<file path="config.mk">
export PLATFORM = sky130hd
export DESIGN_NAME = riot_bus_decode
export DESIGN_NICKNAME = d
export VERILOG_FILES = /design/src/rtl/riot_pkg.sv /design/src/rtl/riot_ram.sv /design/src/rtl/riot_port.sv /design/src/rtl/riot_decode.sv /design/src/rtl/riot_bus_decode.sv
export SDC_FILE = /design/constraint.sdc
export NUM_CORES = 1
export LEC_CHECK = 0
export BUFFER_PORTS_ARGS = -buffer_cell sky130_fd_sc_hd__buf_2
export CORE_ASPECT_RATIO = 1.1
export CORE_MARGIN = 3
export CORE_UTILIZATION = 30
export DETAILED_ROUTE_END_ITERATION = 8
export MAX_ROUTING_LAYER = met4
export PLACE_DENSITY_LB_ADDON = 0.05
export REMOVE_ABC_BUFFERS = 1
export SLEW_MARGIN = 5
export SYNTH_ARGS = -nofsm -noshare
export SYNTH_HDL_FRONTEND = slang
export SYNTH_SLANG_ARGS = --single-unit
</file>
<file path="constraint.sdc">
create_clock -name clk -period 2.8 [get_ports clk]
set_input_delay 0.14 -clock clk [delete_from_list [all_inputs] [get_ports clk]]
set_output_delay 0.14 -clock clk [all_outputs]
set_load 0.005 [all_outputs]
</file>
<file path="src/rtl/riot_pkg.sv">
package riot_pkg;
  localparam int unsigned DATA_W      = 8;
  localparam int unsigned RAM_SEL_BIT = 9;
  localparam int unsigned TMR_SEL_BIT = 2;
  localparam int unsigned TMR_WR_BIT  = 4;
  localparam int unsigned IRQ_EN_BIT  = 3;

  typedef enum logic [2:0] {
    SRC_RAM,
    SRC_PA_PINS,
    SRC_PA_DIR,
    SRC_PB_PINS,
    SRC_ZERO,
    SRC_COUNT,
    SRC_STATUS
  } rd_src_e;

  function automatic logic [DATA_W-1:0] merge_masked(
    input logic [DATA_W-1:0] held,
    input logic [DATA_W-1:0] fresh,
    input logic [DATA_W-1:0] dir
  );
    return (fresh & dir) | (held & ~dir);
  endfunction

  function automatic rd_src_e read_source(input logic [2:0] code);
    case (code)
      3'd0:    return SRC_PA_PINS;
      3'd1:    return SRC_PA_DIR;
      3'd2:    return SRC_PB_PINS;
      3'd3:    return SRC_ZERO;
      3'd4,
      3'd6:    return SRC_COUNT;
      default: return SRC_STATUS;
    endcase
  endfunction
endpackage

</file>
<file path="src/rtl/riot_ram.sv">
module riot_ram #(
  parameter int unsigned AW = 7,
  parameter int unsigned DW = 8
) (
  input  logic          clk,
  input  logic          wr,
  input  logic          rd,
  input  logic [AW-1:0] idx,
  input  logic [DW-1:0] wdata,
  output logic [DW-1:0] q
);
  localparam int unsigned DEPTH = 1 << AW;

  logic [DW-1:0] mem [DEPTH];

  always_ff @(posedge clk) begin
    if (wr) mem[idx] <= wdata;
    if (rd) q <= mem[idx];
  end
endmodule

</file>
<file path="src/rtl/riot_port.sv">
module riot_port #(
  parameter int unsigned W = 8
) (
  input  logic         clk,
  input  logic         rst_n,
  input  logic         data_wr,
  input  logic         dir_wr,
  input  logic [W-1:0] wdata,
  output logic [W-1:0] held,
  output logic [W-1:0] dir
);
  logic [W-1:0] merged;

  assign merged = riot_pkg::merge_masked(held, wdata, dir);

  for (genvar b = 0; b < W; b++) begin : g_bit
    always_ff @(posedge clk or negedge rst_n) begin
      if (!rst_n) begin
        held[b] <= 1'b0;
        dir[b]  <= 1'b0;
      end else begin
        if (data_wr) held[b] <= merged[b];
        if (dir_wr)  dir[b]  <= wdata[b];
      end
    end
  end
endmodule

</file>
<file path="src/rtl/riot_decode.sv">
module riot_decode
  import riot_pkg::*;
#(
  parameter int unsigned ADDR_W = 10
) (
  input  logic              sel,
  input  logic              we,
  input  logic [ADDR_W-1:0] addr,
  output logic              ram_wr,
  output logic              ram_rd,
  output logic              pa_data_wr,
  output logic              pa_dir_wr,
  output logic              pb_data_wr,
  output logic              pb_dir_wr,
  output logic              tmr_wr,
  output logic              cnt_rd,
  output logic              io_rd,
  output rd_src_e           src
);
  logic in_io, is_wr, is_rd, reg_wr;

  assign in_io  = addr[RAM_SEL_BIT];
  assign is_wr  = sel & we;
  assign is_rd  = sel & ~we;
  assign reg_wr = is_wr & in_io & ~addr[TMR_SEL_BIT];

  assign ram_wr     = is_wr & ~in_io;
  assign ram_rd     = is_rd & ~in_io;
  assign io_rd      = is_rd & in_io;
  assign pa_data_wr = reg_wr & (addr[1:0] == 2'd0);
  assign pa_dir_wr  = reg_wr & (addr[1:0] == 2'd1);
  assign pb_data_wr = reg_wr & (addr[1:0] == 2'd2);
  assign pb_dir_wr  = reg_wr & (addr[1:0] == 2'd3);
  assign tmr_wr     = is_wr & in_io & addr[TMR_SEL_BIT] & addr[TMR_WR_BIT];
  assign src        = in_io ? read_source(addr[2:0]) : SRC_RAM;
  assign cnt_rd     = io_rd & (src == SRC_COUNT);
endmodule

</file>
<file path="src/rtl/riot_bus_decode.sv">
module riot_bus_decode
  import riot_pkg::*;
#(
  parameter int unsigned ADDR_W = 10,
  parameter int unsigned RAM_AW = 7
) (
  input  logic              clk,
  input  logic              rst_n,
  input  logic              bus_sel,
  input  logic              bus_we,
  input  logic [ADDR_W-1:0] bus_addr,
  input  logic [7:0]        bus_wdata,
  output logic [7:0]        bus_rdata,
  input  logic [7:0]        pa_pins_in,
  output logic [7:0]        pa_drive,
  output logic [7:0]        pa_oe,
  input  logic [7:0]        pb_pins_in,
  output logic [7:0]        pb_drive,
  output logic [7:0]        pb_oe,
  output logic              tmr_load,
  output logic              tmr_irq_en,
  output logic [1:0]        tmr_prescale,
  output logic [7:0]        tmr_load_val,
  output logic              tmr_count_ack,
  input  logic [7:0]        tmr_count,
  input  logic [7:0]        tmr_status
);
  logic ram_wr, ram_rd, pa_data_wr, pa_dir_wr, pb_data_wr, pb_dir_wr;
  logic tmr_wr, cnt_rd, io_rd;
  rd_src_e src, src_q;
  logic [7:0] ram_q, io_val, io_q;
  logic [7:0] pa_dir, pb_dir;

  riot_decode #(.ADDR_W(ADDR_W)) u_dec (
    .sel(bus_sel), .we(bus_we), .addr(bus_addr),
    .ram_wr(ram_wr), .ram_rd(ram_rd),
    .pa_data_wr(pa_data_wr), .pa_dir_wr(pa_dir_wr),
    .pb_data_wr(pb_data_wr), .pb_dir_wr(pb_dir_wr),
    .tmr_wr(tmr_wr), .cnt_rd(cnt_rd), .io_rd(io_rd), .src(src)
  );

  riot_ram #(.AW(RAM_AW), .DW(DATA_W)) u_ram (
    .clk(clk), .wr(ram_wr), .rd(ram_rd),
    .idx(bus_addr[RAM_AW-1:0]), .wdata(bus_wdata), .q(ram_q)
  );

  riot_port #(.W(DATA_W)) u_pa (
    .clk(clk), .rst_n(rst_n), .data_wr(pa_data_wr), .dir_wr(pa_dir_wr),
    .wdata(bus_wdata), .held(pa_drive), .dir(pa_dir)
  );

  riot_port #(.W(DATA_W)) u_pb (
    .clk(clk), .rst_n(rst_n), .data_wr(pb_data_wr), .dir_wr(pb_dir_wr),
    .wdata(bus_wdata), .held(pb_drive), .dir(pb_dir)
  );

  always_comb begin
    case (src)
      SRC_PA_PINS: io_val = pa_pins_in;
      SRC_PA_DIR:  io_val = pa_dir;
      SRC_PB_PINS: io_val = pb_pins_in;
      SRC_COUNT:   io_val = tmr_count;
      SRC_STATUS:  io_val = tmr_status;
      default:     io_val = '0;
    endcase
  end

  always_ff @(posedge clk or negedge rst_n) begin
    if (!rst_n) begin
      src_q <= SRC_ZERO;
      io_q  <= '0;
    end else if (ram_rd || io_rd) begin
      src_q <= src;
      io_q  <= io_val;
    end
  end

  assign bus_rdata     = (src_q == SRC_RAM) ? ram_q : io_q;
  assign pa_oe         = pa_dir;
  assign pb_oe         = pb_dir;
  assign tmr_load      = tmr_wr;
  assign tmr_irq_en    = bus_addr[IRQ_EN_BIT];
  assign tmr_prescale  = bus_addr[1:0];
  assign tmr_load_val  = bus_wdata;
  assign tmr_count_ack = cnt_rd;
endmodule

</file>
==> summary.txt <==
Outcome
  – Status: completed

Min path
  – Hold Path Origin: bus_wdata[5]
  – Class of the worst hold path: in2reg
  – Worst hold path stage count: 2

Clock tree
  – Clock-pin slew reported for the worst setup and hold paths after clock tree synthesis: 0.06 ns
  – Clock tree from TritonCTS: yes
  – Clock latency reported for the late side of the worst-skew pair: 0.74 ns
  – Clock buffers created by TritonCTS: 116
  – Number of clock sinks: 1075
  – Number of buffers added for setup after CTS: 0
  – Number of levels the H-tree was split into: 3
  – Clock root buffer: sky130_fd_sc_hd__clkbuf_16
  – CTS max path bufs: 3

Finish
  – Layout Nets: 2916
  – Most frequent cells in the layout: sky130_fd_sc_hd__edfxtp_1 (1032), sky130_fd_sc_hd__buf_4 (391), sky130_fd_sc_hd__mux2i_1 (202), sky130_fd_sc_hd__nor2_1 (161), sky130_fd_sc_hd__mux4_2 (145)
  – Layout cells sized above 1: 31.30%
  – Area of the multi-input gates: 9784 um^2
  – Synthesis-to-layout area growth: 23.04%
  – Filler cells: 13190
  – Most common library cell in the layout ignoring fill and taps: sky130_fd_sc_hd__edfxtp_1
  – Storage cell area: 32070 um^2

Floorplanning
  – Ports placed on the boundary: 107
  – Die span in y: 402.3 um
  – Die Footprint: 147400 um^2
  – Initial Util: 30.40%
  – Core Region: 140900 um^2
  – Horizontal extent of the die: 366.3 um
  – Number of core rows: 144

Detailed routing
  – DRC violation count after routing: 0
  – Via count: 23990
  – Mean number of vias per cell: 4.933
  – Wire length per cell: 29.38 um
  – TritonRoute pass-1 iters: 5
  – Total routed wirelength: 142900 um
  – Initial DRC count: 1979
  – Antenna Violating Nets Remaining: 0

Placement
  – Weighted congestion at the end of routability-driven global placement: 0.8133
  – Setup Slack @ Placement: -0.2586 ns
  – Buffers on Ports: 104
  – Detail Placement HPWL: 95240 um

Worst setup path
  – Kind of launch point of the worst setup path: flop
  – Type of the worst setup path: reg2reg
  – Critical R2R Launch: u_ram.mem[119][5]
  – Data required time at the worst endpoint: 3.28 ns
  – Launching element of the worst setup path: u_ram.mem[119][5]
  – Longest individual stage delay on the worst path: 0.51 ns
  – R2R cell count: 7
  – Slowest cell on the critical path: sky130_fd_sc_hd__mux4_2
  – Critical path endpoint category: flop
  – Maximum fanout along the worst path: 2
  – Critical Path, Cell by Cell: mux4_2, o21ai_0, buf_4, a32o_1, nand3_1, buf_4, a32o_1
  – Arrival time reported for the critical path endpoint: 2.92 ns

Pwr
  – LEAKAGE: 18.06 nW
  – Peak supply drop: 0.3945 mV
  – PwrDens: 685.0 nW/um^2

Yosys
  – Ys async rst share: 4.000%
  – Number of distinct library cells after synthesis: 70
  – Number of flip-flops and latches in the synthesized netlist: 1075
  – Per-instance average area after synthesis: 18.33 um^2
  – Number of warnings reported in the yosys synthesis log: 0
  – Netlist Area Pre-Place: 42830 um^2
  – Sequential area share after synthesis: 74.86%
  – Top flip-flop cell by instance count after synthesis: sky130_fd_sc_hd__edfxtp_1
  – Number of flops mapped to enable cells by yosys: 1032
  – Cells after synthesis: 2337

Global routing
  – Via count of the first global-routing pass: 24960
  – Global route total overflow: 0
  – Global routing usage summed across all routing layers: 19.80%
  – Pin count of the biggest net entering global routing: 134
  – Wire length of the first global-routing pass: 200700 um
  – Number of antenna violations at the first check in global routing: 3

STA
  – Final worst path period need: 2.440 ns
  – Fin crit share: 87.15%
  – Worst hold slack: 0.01980 ns
  – Max-slew violation count: 0
  – Worst slew margin: 31.14%
  – Final WS setup: 0.3598 ns
  – Final Hold Violating Endpoints: 0
  – Fin Clk Skew: 0.02029 ns
  – Slew at the pin closest to its max-slew limit: 1.033 ns
  – Setup repair after global routing missed its margin: false
  – Setup violation total in the final timing report: 0
  – Maximum clock frequency: 0.4098 GHz

Job
  – Total of max-cap violations: 0
-- worst paths after layout --
| check | endpoint | slack (ns) |
|---|---|---|
| setup reg to reg | u_ram.q[5] | 0.36 |
| hold reg to reg | src_q[1] | 0.48 |
| min in group asynchronous | u_pb.dir[7] | 0.16 |
| setup / recovery | u_ram.q[5] | 0.36 |
| max in group asynchronous | async pin | 2.00 |
| hold / removal | u_ram.mem[100][5] | 0.02 |
-- metal layers --
metal	wire length, um	track usage [%]	up-vias
met5	0	-	-
met4	2662	4.610	0
met3	5436	2.140	150
met2	69770	32.22	616
met1	65010	26.81	12750
li1	-	-	10480
-- state kept, by name, indices dropped and copies added (netlist names), named ones only --
name / flops
src_q: 3
u_pa.dir: 8
io_q: 8
u_pb.dir: 8
u_ram.mem: 1024
u_ram.q: 8
-- worst max-delay path, delay by kind of cell (launching register included) --
family                 cells  cell delay, ns
AO/OA/AOI/OAI              3            0.80
multiplexers               1            0.51
buffers and inverters      2            0.38
flip-flops                 1            0.35
AND/OR/NAND/NOR            1            0.15
-- cell families after synthesis --
kind of cell	share of synthesized area, %
buffers and inverters	2.299
multiplexers	14.05
flip-flops	74.86
AND/OR/NAND/NOR	4.180
AO/OA/AOI/OAI	4.604
-- power by group --
part / leakage [nW] / total [W] / switching, W / internal, W
Sequential: 9.85 / 0.0178 / 0.0000724 / 0.0177
Combinational: 6.29 / 0.00247 / 0.00149 / 0.000977
Clock: 1.92 / 0.0158 / 0.00656 / 0.00928
Total: 18.1 / 0.0361 / 0.00812 / 0.0280
-- synthesized netlist by cell type (all sizes together) (4+ instances only) --
| cell type | n | area share [%] |
|---|---|---|
| a2111oi | 6 | 0.14 |
| a211oi | 5 | 0.088 |
| a21oi | 68 | 0.79 |
| a221oi | 8 | 0.16 |
| a22oi | 24 | 0.42 |
| a31oi | 5 | 0.073 |
| a32o | 5 | 0.12 |
| and2 | 4 | 0.058 |
| buf | 104 | 1.9 |
| clkbuf | 46 | 0.40 |
| dfrtp | 42 | 2.5 |
| edfxtp | 1032 | 72 |
| inv | 4 | 0.035 |
| mux2 | 65 | 1.7 |
| mux2i | 202 | 4.7 |
| mux4 | 145 | 7.6 |
| nand2 | 124 | 1.1 |
| nand2b | 15 | 0.22 |
| nand3 | 28 | 0.33 |
| nand3b | 5 | 0.096 |
| nand4 | 14 | 0.20 |
| nand4b | 5 | 0.12 |
| nor2 | 162 | 1.4 |
| nor2b | 11 | 0.16 |
| nor3 | 9 | 0.12 |
| nor4 | 4 | 0.073 |
| o21ai | 48 | 0.56 |
| o221ai | 13 | 0.27 |
| o22a | 9 | 0.18 |
| o22ai | 74 | 1.1 |
| o2bb2ai | 6 | 0.12 |
| or2 | 5 | 0.073 |
-- cell type report --
cell class                 instances  area share [%]
antenna                            1        0.004748
clock buffer                     135           5.703
clock inverter                    86           1.762
inverter                           4         0.03324
multi-input combinational       1108           18.57
sequential                      1075           60.85
tap                             1898           4.506
timing repair buffer             557           8.580
-- per-stage QoR --
step,std cells,power [W],setup TNS [ns],utilization (%),instance area (um^2)
2_1_floorplan,2187,0.01888,-8.737,-,41860
3_5_place_dp,4609,0.02060,-0.7681,34.38,48440
5_1_grt,4863,0.03737,0,37.40,52700
6_report,4864,0.03610,0,37.41,52700
4_1_cts,4862,0.03665,0,37.40,52690
3_3_place_gp,4609,0.02058,-0.7934,34.38,48440
-- timing repair --
| item | 4_1_cts | 5_1_grt |
|---|---|---|
| endpoints found under the hold margin | 234 | 3 |
| gates resized for setup | 0 | 0 |
| hold buffers | 32 | 1 |
Power figures use the tool's default switching activity.
